==> src/rtl/sit_pkg.sv <==
package sit_pkg;
  parameter int unsigned SIT_REG_W  = 16;
  parameter int unsigned SIT_RATE_W = 10;
endpackage

==> src/rtl/sit_rate_reg.sv <==
module sit_rate_reg #(
  parameter int unsigned REG_W  = sit_pkg::SIT_REG_W,
  parameter int unsigned RATE_W = sit_pkg::SIT_RATE_W
) (
  input  logic              clk,
  input  logic              rst_n,
  input  logic              wr_en,
  input  logic [REG_W-1:0]  wr_data,
  output logic [RATE_W-1:0] rate_o,
  output logic [REG_W-1:0]  rd_data
);
  localparam int unsigned PAD_W = REG_W - RATE_W;

  logic [RATE_W-1:0] rate_q;

  always_ff @(posedge clk or negedge rst_n) begin
    if (!rst_n) rate_q <= '0;
    else if (wr_en) rate_q <= wr_data[RATE_W-1:0];
  end

  assign rate_o  = rate_q;
  assign rd_data = {{PAD_W{1'b0}}, rate_q};

  // a write is visible on the read port in the next cycle
  assert_readback_R2: assert property (@(posedge clk) disable iff (!rst_n)
    wr_en |=> rd_data[RATE_W-1:0] == $past(wr_data[RATE_W-1:0]));
endmodule

==> src/rtl/sit_period_counter.sv <==
module sit_period_counter #(
  parameter int unsigned RATE_W = sit_pkg::SIT_RATE_W
) (
  input  logic              clk,
  input  logic              rst_n,
  input  logic              tick,
  input  logic [RATE_W-1:0] rate_i,
  output logic              evt_o
);
  localparam int unsigned CW = RATE_W + 1;
  localparam logic [CW-1:0] FULL = CW'(1) << RATE_W;

  logic [CW-1:0] count_q, term_q, count_inc, term_next;
  logic          hit, evt_q;

  assign term_next = (rate_i == '0) ? FULL : {1'b0, rate_i};
  assign count_inc = count_q + CW'(1);
  assign hit       = tick && (count_inc == term_q);

  always_ff @(posedge clk or negedge rst_n) begin
    if (!rst_n) begin
      count_q <= '0;
      term_q  <= FULL;
      evt_q   <= 1'b0;
    end else begin
      evt_q <= hit;
      if (hit) begin
        count_q <= '0;
        term_q  <= term_next;
      end else if (tick) begin
        count_q <= count_inc;
      end
    end
  end

  assign evt_o = evt_q;

  assert_evt_after_tick_R3: assert property (@(posedge clk) disable iff (!rst_n)
    evt_q |-> $past(tick));
  assert_evt_restart_R3: assert property (@(posedge clk) disable iff (!rst_n)
    evt_q |-> count_q == '0);
  assert_count_bound_R4: assert property (@(posedge clk) disable iff (!rst_n)
    count_q < term_q);
  assert_term_range_R5: assert property (@(posedge clk) disable iff (!rst_n)
    term_q != '0 && term_q <= FULL);
  assert_term_at_wrap_R6: assert property (@(posedge clk) disable iff (!rst_n)
    !$stable(term_q) |-> evt_q);
  assert_idle_hold_R8: assert property (@(posedge clk) disable iff (!rst_n)
    !tick |=> $stable(count_q));
endmodule

==> src/rtl/sample_interval_timer.sv <==
module sample_interval_timer #(
  parameter int unsigned REG_W  = sit_pkg::SIT_REG_W,
  parameter int unsigned RATE_W = sit_pkg::SIT_RATE_W
) (
  input  logic             clk,
  input  logic             rst_n,
  input  logic             reg_wr_en,
  input  logic [REG_W-1:0] reg_wr_data,
  output logic [REG_W-1:0] reg_rd_data,
  input  logic             sample_tick,
  output logic             timer_event
);
  logic [RATE_W-1:0] rate;

  sit_rate_reg #(.REG_W(REG_W), .RATE_W(RATE_W)) u_rate (
    .clk(clk), .rst_n(rst_n), .wr_en(reg_wr_en), .wr_data(reg_wr_data),
    .rate_o(rate), .rd_data(reg_rd_data)
  );

  sit_period_counter #(.RATE_W(RATE_W)) u_count (
    .clk(clk), .rst_n(rst_n), .tick(sample_tick), .rate_i(rate),
    .evt_o(timer_event)
  );
endmodule

==> config.mk <==
export PLATFORM = sky130hd
export DESIGN_NAME = sample_interval_timer
export DESIGN_NICKNAME = d
export VERILOG_FILES = /design/src/rtl/sit_pkg.sv /design/src/rtl/sit_rate_reg.sv /design/src/rtl/sit_period_counter.sv /design/src/rtl/sample_interval_timer.sv
export SDC_FILE = /design/constraint.sdc
export NUM_CORES = 1
export LEC_CHECK = 0
export BUFFER_PORTS_ARGS = -buffer_cell sky130_fd_sc_hd__buf_2
export CAP_MARGIN = 30
export CORE_AREA = 2 2 63 65
export DETAILED_ROUTE_END_ITERATION = 7
export DIE_AREA = 0 0 65 67
export PLACE_DENSITY_LB_ADDON = 0.12
export SLEW_MARGIN = 20
export SYNTH_ARGS = -nofsm -noshare
export SYNTH_HDL_FRONTEND = slang
export SYNTH_SLANG_ARGS = --single-unit
==> constraint.sdc <==
create_clock -name clk -period 5.29 [get_ports clk]
set_input_delay 0.529 -clock clk [delete_from_list [all_inputs] [get_ports clk]]
set_output_delay 0.529 -clock clk [all_outputs]
set_load 0.01 [all_outputs]
==> impl_metrics.env, run 1 <==
export IMPL_p_per_area_nw_per_um2=444.1
export IMPL_grt_pass1_vias=1271
export IMPL_crit_path_max_fanout=11
export IMPL_fmax_mhz=369.1
export IMPL_htree_levels=2
export IMPL_fin_nets=204
export IMPL_overflow=0
export IMPL_die_area_sq_um=4355
export IMPL_num_rows=22
export IMPL_cts_repair_resized=0
export IMPL_fin_hold_ws_ns=0.2791
export IMPL_dieHeight_um=67
export IMPL_dieWidth_um=65
export IMPL_ir_drop_uv=210.1
export IMPL_finalSetupTns_ns=0
export IMPL_portBuffers=24
export IMPL_period_share=0.5121
export IMPL_drive_gt1_frac=0.3152
export IMPL_route_detailed_drc=0
export IMPL_ys_seq_elements=33
export IMPL_vias_per_cell=5.259
export IMPL_crit_path_cell_trace="and3_1 > and3_4 > xnor2_1 > or3_4 > or4_4 > mux2_4"
export IMPL_grt_usage=0.1779
export IMPL_regArea_sq_um=827.0
export IMPL_cp_data_arrival_time_ns=2.89
export IMPL_tightest_slew_ns=0.6954
export IMPL_antenna_found_initial=0
export IMPL_ys_warn_count=0
export IMPL_path_buf_inv=0
export IMPL_grt_max_degree=34
export IMPL_status="finished, final reports clean"
export IMPL_drt_iter0_drc=106
export IMPL_io_pins=37
export IMPL_relSlewSlack=0.5364
export IMPL_cp_end_kind="flop"
export IMPL_clock_sinks=33
export IMPL_timing_final_max_slew_violations=0
export IMPL_synth_cells=161
export IMPL_finalHoldViolations=0
export IMPL_finalClockSkew_ns=0.002286
export IMPL_startpoint_type="flop"
export IMPL_cts_setup_buffers=0
export IMPL_multi_input_area_sq_um=888.4
export IMPL_vias=1220
export IMPL_drv_cap=0
export IMPL_fp_coreArea_sq_um=3606
export IMPL_fillers=321
export IMPL_cts_buffers=5
export IMPL_startpoint="u_count.count_q[2]"
export IMPL_synth_distinct_cells=40
export IMPL_clk_pin_slew_worst_paths_ns=0.07
export IMPL_start_util=0.4969
export IMPL_clockRootBuffer="clkbuf_8"
export IMPL_hold_class="in -> async"
export IMPL_grt_pass1_wl_mm=5.754
export IMPL_ctsHoldBuffers=0
export IMPL_critPathKind="reg -> reg"
export IMPL_syn_mean_instance_area_sq_um=11.13
export IMPL_first_pass_iters=4
export IMPL_routedWlPerCell_um=14.35
export IMPL_totalWireLength_mm=3.330
export IMPL_synth_area_sq_um=1792
export IMPL_cts_tree="done"
export IMPL_diodes=0
export IMPL_cp_required_ns=5.47
export IMPL_critPathTopFamily="simple AND/OR/NAND/NOR gates"
export IMPL_setup_viol=0
export IMPL_r2r_start="u_count.count_q[2]"
export IMPL_yosysSeqAreaShare=0.4616
export IMPL_place_gp_congestion=0.8241
export IMPL_ant_nets=0
export IMPL_insertion_delay_ns=0.29
export IMPL_clk_path_buf_depth=2
export IMPL_dp_hpwl_mm=2.400
export IMPL_rsz0062_at_grt="no"
export IMPL_worst_path_largest_cell_delay_ns=0.67
export IMPL_cp_slowest_cell="or4_4"
export IMPL_min_period_ns=2.709
export IMPL_area_growth_pct=13.13
export IMPL_r2r_slack_ns=2.58
export IMPL_power_leakage_nw=0.9464
final timing paths:
| path | end | cells after the start |
|---|---|---|
| max in group asynchronous | u_count.count_q[7] | 1 |
| worst max-delay path | u_count.term_q[7] | 6 |
| worst min-delay path | u_count.count_q[0] | 1 |
| worst max register to register | u_count.term_q[7] | 6 |
| worst min register to register | u_count.count_q[7] | 1 |
| min in group clk | u_rate.rate_o[1] | 2 |
synth_stat cells:
library cell	n	share of area
a41oi_1	1	0.0049
xor2_1	12	0.059
clkbuf_1	6	0.013
or4_4	1	0.0063
o21ai_1	1	0.0028
a21o_1	2	0.0084
and3_1	3	0.010
nor4_1	2	0.0070
dfrtp_1	32	0.45
buf_6	1	0.0063
buf_4	7	0.029
mux2i_1	1	0.0056
o221ai_1	1	0.0049
inv_1	1	0.0021
o21ai_0	1	0.0028
dfstp_2	1	0.015
o22ai_1	2	0.0070
mux2_2	11	0.069
nand3_1	9	0.025
o2111ai_1	2	0.0098
nand2_1	9	0.019
xnor2_1	9	0.044
or3_4	1	0.0063
conb_1	1	0.0021
and3_4	1	0.0063
nor2b_1	3	0.010
or4_1	2	0.0084
and4_1	1	0.0049
a21oi_1	1	0.0028
nand4_1	2	0.0070
o211ai_1	1	0.0042
nand2b_1	3	0.010
nor3_1	2	0.0056
ha_1	1	0.0070
or2b_1	1	0.0042
o311ai_0	1	0.0049
nor3b_1	1	0.0042
buf_2	1	0.0028
mux2_4	10	0.084
nor2_1	13	0.027
final cells by class:
type | count | area share
clock inverters | 2 | 0.01852
well taps | 48 | 0.02963
multi-input cells | 117 | 0.4383
flip-flops and latches | 33 | 0.4080
clock buffers | 6 | 0.04074
repair buffers | 25 | 0.06296
inverters | 1 | 0.001852
flip-flops by register name, indices dropped and copies added (netlist names):
| name | flops |
|---|---|
| u_count.count_q | 11 |
| u_count.evt_o | 1 |
| u_count.term_q | 11 |
| u_rate.rate_o | 10 |
routing by layer:
layer | vias up | global-route usage | wire, um
met3 | 5 | 0.03716 | 151
met4 | 0 | 0.1037 | 57
met2 | 42 | 0.2899 | 1575
li1 | 594 | - | -
met1 | 579 | 0.2176 | 1547
met5 | - | 0 | 0
metrics by stage:
stage                     utilization  worst slack, ns  cells  power [W]  instance area [sq um]
after floorplan                     -            2.816    166  0.0005958                   1810
after global placement         0.5288            2.620    224  0.0006431                   1907
after detailed placement       0.5288            2.615    224  0.0006536                   1907
after CTS                      0.5621            2.595    232  0.0009068                   2027
after global routing           0.5621            2.468    232  0.0009579                   2027
final                          0.5621            2.581    232  0.0009002                   2027
report_power, final:
group | switching [W] | internal (W) | total, W | leakage (nW)
sequential | 0.0000785 | 0.000312 | 0.000391 | 0.415
combinational | 0.000111 | 0.000146 | 0.000258 | 0.474
clock | 0.0000986 | 0.000153 | 0.000252 | 0.0574
cells in the final DEF (no fill, tap or decap), types with 2 or more instances in the layout:
cell,n
a21o_1,2
and3_1,3
buf_2,24
clkbuf_8,6
conb_1,6
dfrtp_1,32
mux2_2,11
mux2_4,10
nand2_1,9
nand2b_1,3
nand3_1,9
nand4_1,2
nor2_1,13
nor2b_1,3
nor3_1,2
nor4_1,2
o2111ai_1,2
o22ai_1,2
or4_1,2
xnor2_1,9
xor2_1,12
cell families (layout without fill, tap and decap cells):
family	after synthesis	count (layout)	share of synthesized area
flip-flops	33	33	0.4616
other	1	6	0.002093
XOR/XNOR	21	21	0.1027
AO/OA/AOI/OAI	13	13	0.05237
buffers and inverters	16	34	0.05307
AND/OR/NAND/NOR	54	54	0.1627
adder cells (fa/ha/maj)	1	1	0.006982
multiplexers	22	22	0.1585
Power figures use the tool's default switching activity.
==> run 2: changes to the inputs <==
--- a/config.mk
+++ b/config.mk
@@ -7,9 +7,9 @@
 export LEC_CHECK = 0
 export BUFFER_PORTS_ARGS = -buffer_cell sky130_fd_sc_hd__buf_2
 export CAP_MARGIN = 30
-export CORE_AREA = 2 2 63 65
+export CORE_AREA = 2 2 64 66
 export DETAILED_ROUTE_END_ITERATION = 7
-export DIE_AREA = 0 0 65 67
+export DIE_AREA = 0 0 66 68
 export PLACE_DENSITY_LB_ADDON = 0.12
 export SLEW_MARGIN = 20
 export SYNTH_ARGS = -nofsm -noshare
==> constraint.sdc (replaced) <==
create_clock -name clk -period 2.3 [get_ports clk]
set_input_delay 0.23 -clock clk [delete_from_list [all_inputs] [get_ports clk]]
set_output_delay 0.23 -clock clk [all_outputs]
set_load 0.01 [all_outputs]
==> run 2 against run 1 <==
Effect of this change: the flow now finishes with violations (negative hold slack, negative setup slack); critical path type unchanged; register-to-register slack worse by 2.6 ns; cell count is 13% higher; sequential share of layout area is 5.5 points lower; critical path depth is 1 higher; sequential power is 120% higher; largest power group is now combinational cells; non-clock buffer count is 28 higher; wire length is 22% higher; setup slack worse by 2.6 ns.
==> impl_metrics.env, run 2 (synthesized netlist as in run 1, its figures left out) <==
export IMPL_status="complete, but fails checks"
export IMPL_violations="negative hold slack, negative setup slack"
export IMPL_pre_cts_slack_ns=-0.1978
export IMPL_cp_required_ns=2.48
export IMPL_start_util=0.4646
export IMPL_vias_per_cell=5.361
export IMPL_fin_hold_ws_ns=-0.01268
export IMPL_relSlewSlack=0.5250
export IMPL_place_gp_congestion=0.8713
export IMPL_period_share=1.024
export IMPL_final_common_cell="buf_4"
export IMPL_insertion_delay_ns=0.29
export IMPL_fmax_mhz=424.6
export IMPL_drt_iter0_drc=70
export IMPL_timing_final_max_slew_violations=0
export IMPL_clk_path_buf_depth=2
export IMPL_grt_max_degree=34
export IMPL_cts_buffers=5
export IMPL_routedWlPerCell_um=15.48
export IMPL_drv_cap=0
export IMPL_cp_end_kind="flop"
export IMPL_overflow=0
export IMPL_vias=1410
export IMPL_first_pass_iters=4
export IMPL_critPathKind="reg -> reg"
export IMPL_clockRootBuffer="clkbuf_8"
export IMPL_clock_sinks=33
export IMPL_fin_nets=233
export IMPL_ant_nets=0
export IMPL_dp_cells=248
export IMPL_io_pins=37
export IMPL_startpoint_type="flop"
export IMPL_power_leakage_nw=1.105
export IMPL_hold_class="in -> async"
export IMPL_dieHeight_um=68
export IMPL_p_total_w=0.002501
export IMPL_fillers=357
export IMPL_setup_viol=10
export IMPL_clk_pin_slew_worst_paths_ns=0.07
export IMPL_min_period_ns=2.355
export IMPL_crit_path_max_fanout=5
export IMPL_tightest_slew_ns=0.7124
export IMPL_finalClockSkew_ns=0.003784
export IMPL_grt_pass1_vias=1383
export IMPL_route_detailed_drc=0
export IMPL_dp_hpwl_mm=2.839
export IMPL_p_per_area_nw_per_um2=1061
export IMPL_diodes=0
export IMPL_totalWireLength_mm=4.072
export IMPL_cts_tree="done"
export IMPL_num_rows=23
export IMPL_ctsHoldBuffers=0
export IMPL_antenna_found_initial=0
export IMPL_fp_coreArea_sq_um=3856
export IMPL_final_cell_mix="28 x buf_4, 27 x dfrtp_1, 24 x buf_2"
export IMPL_grt_pass1_wl_mm=6.651
export IMPL_finalNonFillerCells=263
export IMPL_dieWidth_um=66
export IMPL_rsz0062_at_grt="yes"
export IMPL_ir_drop_uv=432.8
export IMPL_portBuffers=24
export IMPL_die_area_sq_um=4488
export IMPL_drive_gt1_frac=0.4883
export IMPL_worst_slack_ns=-0.05541
export IMPL_finalHoldViolations=23
export IMPL_cp_data_arrival_time_ns=2.53
export IMPL_grt_usage=0.2019
export IMPL_htree_levels=2
export IMPL_area_growth_pct=31.63
-- run 2: cell count changes in the layout (fill, tap and decap cells not counted), sizes merged --
| cell | before | now |
|---|---|---|
| or4 | 3 | 4 |
| buf | 25 | 53 |
-- run 2: worst paths after layout --
| path | to | startpoint | slack, ns | depth (start not counted) |
|---|---|---|---|---|
| max | u_count.term_q[3] | u_count.count_q[0] | -0.06 | 7 |
| min | u_count.count_q[3] | rst_n | -0.01 | 1 |
| max reg2reg | u_count.term_q[3] | u_count.count_q[0] | -0.06 | 7 |
| min reg2reg | u_count.count_q[7] | u_count.term_q[7] | 0.53 | 1 |
| max in group asynchronous | u_count.count_q[0] | rst_n | 1.82 | 1 |
| min in group clk | u_rate.rate_o[6] | reg_wr_data[6] | 0.16 | 2 |
-- run 2: worst max-delay path, stage by stage (launching register included) --
cell and delay [ns]:
dfrtp_2 0.44, buf_6 0.13, and3_4 0.14, and3_4 0.16
xnor2_2 0.13, or3_4 0.41, or4_4 0.52, mux2_4 0.32
-- run 2: area by class of cell --
cell class | count | area, sq um | share of cell area
flip-flops and latches | 33 | 833.3 | 0.3533
repair buffers | 53 | 341.6 | 0.1448
clock buffers | 6 | 82.58 | 0.03501
multi-input cells | 118 | 997.2 | 0.4228
inverters | 1 | 3.754 | 0.001592
well taps | 50 | 62.56 | 0.02653
clock inverters | 2 | 37.54 | 0.01592
-- run 2: metrics by stage --
step,area (sq um),util,setup TNS [ns]
floorplan,1819,-,-0.2309
global placement,2074,0.5380,-2.162
detailed placement,2074,0.5380,-2.741
CTS,2242,0.5814,-0.8265
global route,2359,0.6116,-0.9553
finish,2359,0.6116,-0.4294
-- run 2: report_power, final --
group | leakage [nW] | internal, W | total [W] | switching (W)
Sequential | 0.408 | 0.000724 | 0.000878 | 0.000154
Clock | 0.0574 | 0.000352 | 0.000574 | 0.000222
Combinational | 0.640 | 0.000604 | 0.00105 | 0.000446
-- run 2: routing by layer --
layer	GRT usage	wire (um)	vias to the layer above	part of all wire
li1	-	-	655	-
met1	0.2421	1713	703	0.42
met2	0.3497	2093	43	0.51
met3	0.03618	184	9	0.045
met4	0.1046	81	0	0.020
met5	0	0	-	0
-- run 2: timing repair --
| item | in CTS | in global routing |
|---|---|---|
| setup buffers | 1 | 5 |
| pin swaps | 0 | 4 |
| hold endpoints to repair | 0 | 0 |
| gates cloned | 1 | 0 |
| resized for setup | 7 | 16 |
| setup endpoints to repair | 21 | 17 |
